**src/rtl/pix_compand_pkg.sv**
```systemverilog
package pix_compand_pkg;

    localparam int PIX_W  = 12;
    localparam int CODE_W = 10;
    localparam int NSEG   = 4;

    // first input value of each segment
    function automatic int seg_start(int i);
        case (i)
            0:       return 0;
            1:       return 256;
            2:       return 512;
            default: return 2048;
        endcase
    endfunction

    // segment i merges 2**i input steps into one output step
    function automatic int seg_shift(int i);
        return i;
    endfunction

    // one past the last input value of each segment
    function automatic int seg_stop(int i);
        if (i >= NSEG - 1)
            return 1 << PIX_W;
        return seg_start(i + 1);
    endfunction

    // first output code of each segment, accumulated from lower segments
    function automatic int seg_base(int i);
        int acc;
        acc = 0;
        for (int k = 0; k < i; k++)
            acc = acc + ((seg_stop(k) - seg_start(k)) >> seg_shift(k));
        return acc;
    endfunction

endpackage

```
**src/rtl/pix_compand_seg.sv**
```systemverilog
module pix_compand_seg #(
    parameter int PIX_W  = 12,
    parameter int CODE_W = 10,
    parameter int START  = 0,
    parameter int STOP   = 256,
    parameter int SHIFT  = 0,
    parameter int BASE   = 0
) (
    input  logic [PIX_W-1:0]  pix_i,
    output logic              hit_o,
    output logic [CODE_W-1:0] code_o
);

    logic [PIX_W-1:0] offset;
    logic [PIX_W-1:0] scaled;

    always_comb begin
        hit_o  = (int'(pix_i) >= START) && (int'(pix_i) < STOP);
        offset = pix_i - PIX_W'(START);
        scaled = offset >> SHIFT;
        code_o = CODE_W'(PIX_W'(BASE) + scaled);
    end

endmodule

```
**src/rtl/pix_compand_select.sv**
```systemverilog
module pix_compand_select #(
    parameter int CODE_W = 10,
    parameter int NSEG   = 4
) (
    input  logic                         comp_on_i,
    input  logic [NSEG-1:0]              hit_i,
    input  logic [NSEG-1:0][CODE_W-1:0]  seg_code_i,
    input  logic [CODE_W-1:0]            bypass_i,
    output logic [CODE_W-1:0]            code_o
);

    logic [CODE_W-1:0] merged;

    always_comb begin
        merged = '0;
        for (int k = 0; k < NSEG; k++) begin
            if (hit_i[k])
                merged = merged | seg_code_i[k];
        end
        code_o = comp_on_i ? merged : bypass_i;
    end

endmodule

```
**src/rtl/pix_compand_reg.sv**
```systemverilog
module pix_compand_reg #(
    parameter int CODE_W = 10
) (
    input  logic              clk,
    input  logic              rst_n,
    input  logic              en_i,
    input  logic [CODE_W-1:0] code_i,
    input  logic              vld_i,
    input  logic              fv_i,
    input  logic              lv_i,
    output logic [CODE_W-1:0] code_o,
    output logic              vld_o,
    output logic              fv_o,
    output logic              lv_o
);

    always_ff @(posedge clk) begin
        if (!rst_n) begin
            code_o <= '0;
            vld_o  <= 1'b0;
            fv_o   <= 1'b0;
            lv_o   <= 1'b0;
        end else if (en_i) begin
            code_o <= code_i;
            vld_o  <= vld_i;
            fv_o   <= fv_i;
            lv_o   <= lv_i;
        end
    end

endmodule

```
**src/rtl/pix_compand_stage.sv**
```systemverilog
module pix_compand_stage
    import pix_compand_pkg::*;
#(
    parameter int IN_W  = PIX_W,
    parameter int OUT_W = CODE_W
) (
    input  logic             clk,
    input  logic             rst_n,
    input  logic             en,
    input  logic             comp_on,
    input  logic             pix_vld_i,
    input  logic             frame_vld_i,
    input  logic             line_vld_i,
    input  logic [IN_W-1:0]  pix_i,
    output logic             pix_vld_o,
    output logic             frame_vld_o,
    output logic             line_vld_o,
    output logic [OUT_W-1:0] code_o
);

    localparam int SEGS = NSEG;

    logic [SEGS-1:0]             seg_hit;
    logic [SEGS-1:0][OUT_W-1:0]  seg_code;
    logic [OUT_W-1:0]            bypass_code;
    logic [OUT_W-1:0]            next_code;

    assign bypass_code = pix_i[IN_W-1 -: OUT_W];

    for (genvar g = 0; g < SEGS; g++) begin : g_seg
        pix_compand_seg #(
            .PIX_W  (IN_W),
            .CODE_W (OUT_W),
            .START  (seg_start(g)),
            .STOP   (seg_stop(g)),
            .SHIFT  (seg_shift(g)),
            .BASE   (seg_base(g))
        ) u_seg (
            .pix_i  (pix_i),
            .hit_o  (seg_hit[g]),
            .code_o (seg_code[g])
        );
    end

    pix_compand_select #(
        .CODE_W (OUT_W),
        .NSEG   (SEGS)
    ) u_sel (
        .comp_on_i  (comp_on),
        .hit_i      (seg_hit),
        .seg_code_i (seg_code),
        .bypass_i   (bypass_code),
        .code_o     (next_code)
    );

    pix_compand_reg #(
        .CODE_W (OUT_W)
    ) u_reg (
        .clk    (clk),
        .rst_n  (rst_n),
        .en_i   (en),
        .code_i (next_code),
        .vld_i  (pix_vld_i),
        .fv_i   (frame_vld_i),
        .lv_i   (line_vld_i),
        .code_o (code_o),
        .vld_o  (pix_vld_o),
        .fv_o   (frame_vld_o),
        .lv_o   (line_vld_o)
    );

endmodule

```
**config.mk**
```make
export PLATFORM = sky130hd
export DESIGN_NAME = pix_compand_stage
export DESIGN_NICKNAME = d
export VERILOG_FILES = /design/src/rtl/pix_compand_pkg.sv /design/src/rtl/pix_compand_seg.sv /design/src/rtl/pix_compand_select.sv /design/src/rtl/pix_compand_reg.sv /design/src/rtl/pix_compand_stage.sv
export SDC_FILE = /design/constraint.sdc
export NUM_CORES = 1
export LEC_CHECK = 0
export BUFFER_PORTS_ARGS = -buffer_cell sky130_fd_sc_hd__buf_2
export CORE_MARGIN = 2
export CORE_UTILIZATION = 57
export CTS_CLUSTER_DIAMETER = 50
export DETAILED_ROUTE_END_ITERATION = 8
export PLACE_DENSITY = 0.93
export SYNTH_ARGS = -nofsm -noshare
export SYNTH_HDL_FRONTEND = slang
export SYNTH_HIERARCHICAL = 1
export SYNTH_SLANG_ARGS = --single-unit
export TNS_END_PERCENT = 50
```
**constraint.sdc**
```tcl
create_clock -name clk -period 5.3 [get_ports clk]
set_input_delay 1.06 -clock clk [delete_from_list [all_inputs] [get_ports clk]]
set_output_delay 1.06 -clock clk [all_outputs]
set_load 0.01 [all_outputs]
```
==> run summary <==
Register area = 260 sq um
Via count = 947
N_diodes = 0
Die width = 51.1 um
Cell area after synthesis = 1260 sq um
Total of max-cap violations = 0
Drt pass-1 iters = 4
Switching power = 72.5 uW
M1 WL = 938 um
Pwr Total = 238 uW
Wire length of the first global-routing pass = 3570 um
I/O pins = 32
Power Density = 212 nW/um^2
Clock root buffer = clkbuf_4
Internal Pwr Total = 165 uW
Worst skew pair latency = 0.27 ns
Initial drt markers = 44
Minimum clock period = 3.05 ns
Fill cell count = 206
Worst Tran Pin Value = 0.962 ns
Top Metal Used = met4
Sequential area share after synthesis = 20.6%
VDD IR-drop max = 0.197 mV
Clock Skew = 0 ns
Setup crit end kind = register
Vias in the first global route = 819
H-tree levels = 1
Final setup TNS = 0 ns
Initial Utilization = 58.8%
Top-area cell type share of the netlist area = 21.4%
Clock buffer depth = 2
Gpl congestion = 0.892
Hold Path Cell Cnt = 2
Ys Warns = 6
Worst setup path category = primary input to register
Core Box Area = 2150 sq um
Final Max Slew Viols = 0
Row count = 17
RSZ-0062 raised after global routing = false
Layout cells sized above 1 = 27.9%
Footprint of the multi-input gates = 628 sq um
Largest net degree at the start of global routing = 21
Clock transition at the registers of the reported paths = 0.07 ns
Syn nets = 169
Cells after DPL = 160
Synth unique cells = 23
Met2 Wirelength = 1070 um
Final hold slack = 0.512 ns
Final setup violation count = 0
Top-count cell post-synth = buf_4
Number of synthesized register bits = 13
Slew Limit Headroom = 35.8%
Main synth FF type = dfxtp_1
Drt via density = 5.77
Hold Fails Final Rpt = 0
Final WL = 2180 um
Post-DP HPWL = 1630 um
Met3 wire length = 154 um
DRC violation count after routing = 0
Status = complete, no violations
Mean post-synth cell area = 8.65 sq um
Sw frac = 30.5%
CTS tree = built
Layout area overhead = -11.0%
CTS buffer count = 3
Chip Height = 51.1 um
Die Area = 2610 sq um
Min-delay worst type = register to register
Wire per inst = 13.3 um
Post-route setup slack = 2.25 ns
Leading area contributor after synthesis = buf_4
Async S/R FF share, synth = 0%
Tot GR Track Use = 18.1%
Reg power frac = 45.7%
Routed Antenna Nets = 0
Non-Filler Instances = 164
Leak Pwr = 0.514 nW
CTS Sinks = 13
Remaining global-route overflow = 0
Crit Path Max Fanout = 10
CP arrival = 3.25 ns
Cells after Synth = 146
Post-CTS resize count = 0
Fin nets = 160
Initial antenna violation count = 0
Pre-CTS WS = 2.01 ns
Part of the power in the clock network = 24.5%
Max Clk Rate = 328 MHz
Post-CTS Setup Inserts = 0
Synth cell count leaders = buf_4, a22oi_1, dfxtp_1, mux2i_1, nor2b_1
Reg2reg path depth = 2
Final worst path period share = 57.5%
IO buf count = 31
Post-synth EDFFs = 0
Largest cells by area after synthesis = buf_4, dfxtp_1, a22oi_1
Count of hold-fix buffers inserted at cts = 0
Worst setup SP type = primary input
Part of the power in combinational logic = 29.8%
Worst path required time = 5.51 ns
==> power by group through the flow <==
stage,clock network [mW],logic (mW),registers [mW]
CTS,0.0613,0.0706,0.109
global placement,0,0.0680,0.111
floorplan,0,0.0631,0.114
global route,0.0670,0.0786,0.110
detailed placement,0,0.0704,0.111
finish,0.0582,0.0709,0.109
==> final timing paths <==
check                                                   from                      endpoint  slack [ns]
worst max-delay path                                pix_i[3]  u_reg/code_o[1]$_SDFFE_PN0P_        2.25
worst min-delay path                u_reg/vld_o$_SDFFE_PN0P_      u_reg/vld_o$_SDFFE_PN0P_        0.51
worst max register to register  u_reg/code_o[9]$_SDFFE_PN0P_  u_reg/code_o[9]$_SDFFE_PN0P_        4.68
worst min register to register      u_reg/vld_o$_SDFFE_PN0P_      u_reg/vld_o$_SDFFE_PN0P_        0.51
==> cells by family (layout without fill, tap and decap cells) <==
group                      after synthesis  after routing  synth area share (%)
buffers and inverters                   50             40                  29.6
and+or+nand+nor                         31             31                  14.9
muxes                                   13             13                  10.3
xor gates and xnor gates                 3              3                  2.08
DFF                                     13             13                  20.6
adders and majority gates                4              4                  3.96
AOI/OAI and AO/OA                       32             32                  18.5
==> critical path, cell delays in order <==
cell and delay [ns]:
buf_2 0.14, nor4_1 0.28, nand4b_1 0.14, a2111oi_2 0.91
a22oi_1 0.22, a31oi_1 0.27, mux2i_1 0.10, nor2b_1 0.12
==> cell usage in the layout (no fill, tap or decap), types with 3 or more instances in the layout <==
| cell | Yosys | final |
|---|---|---|
| nor2_1 | 11 | 11 |
| a22oi_1 | 20 | 20 |
| buf_2 | 1 | 31 |
| dfxtp_1 | 13 | 13 |
| clkbuf_4 | 1 | 3 |
| inv_1 | 5 | 5 |
| a31oi_1 | 11 | 11 |
| nor2b_1 | 13 | 13 |
| ha_1 | 4 | 4 |
| mux2i_1 | 13 | 13 |
==> final cells by class <==
| class | count | area share, % |
|---|---|---|
| multi-input combinational | 83 | 55.9 |
| inverter | 5 | 1.67 |
| clock buffer | 4 | 2.34 |
| tap | 28 | 3.12 |
| sequential | 13 | 23.2 |
| timing repair buffer | 31 | 13.8 |
==> state kept, by name, indices dropped and copies added (netlist names) <==
signal	cells
u_reg/code_o	10
u_reg/fv_o	1
u_reg/vld_o	1
u_reg/lv_o	1
==> metrics by stage <==
stage	util (%)	area, sq um
6_report	52.3	1120
5_1_grt	52.3	1120
4_1_cts	52.3	1120
3_5_place_dp	51.1	1100
3_3_place_gp	51.1	1100
2_1_floorplan	-	1260
==> routing by layer <==
layer / vias to the layer above / GRT usage, %
met5: - / 0
met4: 0 / 4.50
met3: 2 / 5.56
met2: 44 / 28.6
met1: 438 / 24.0
li1: 463 / -
(Power assumes the default switching activity.)
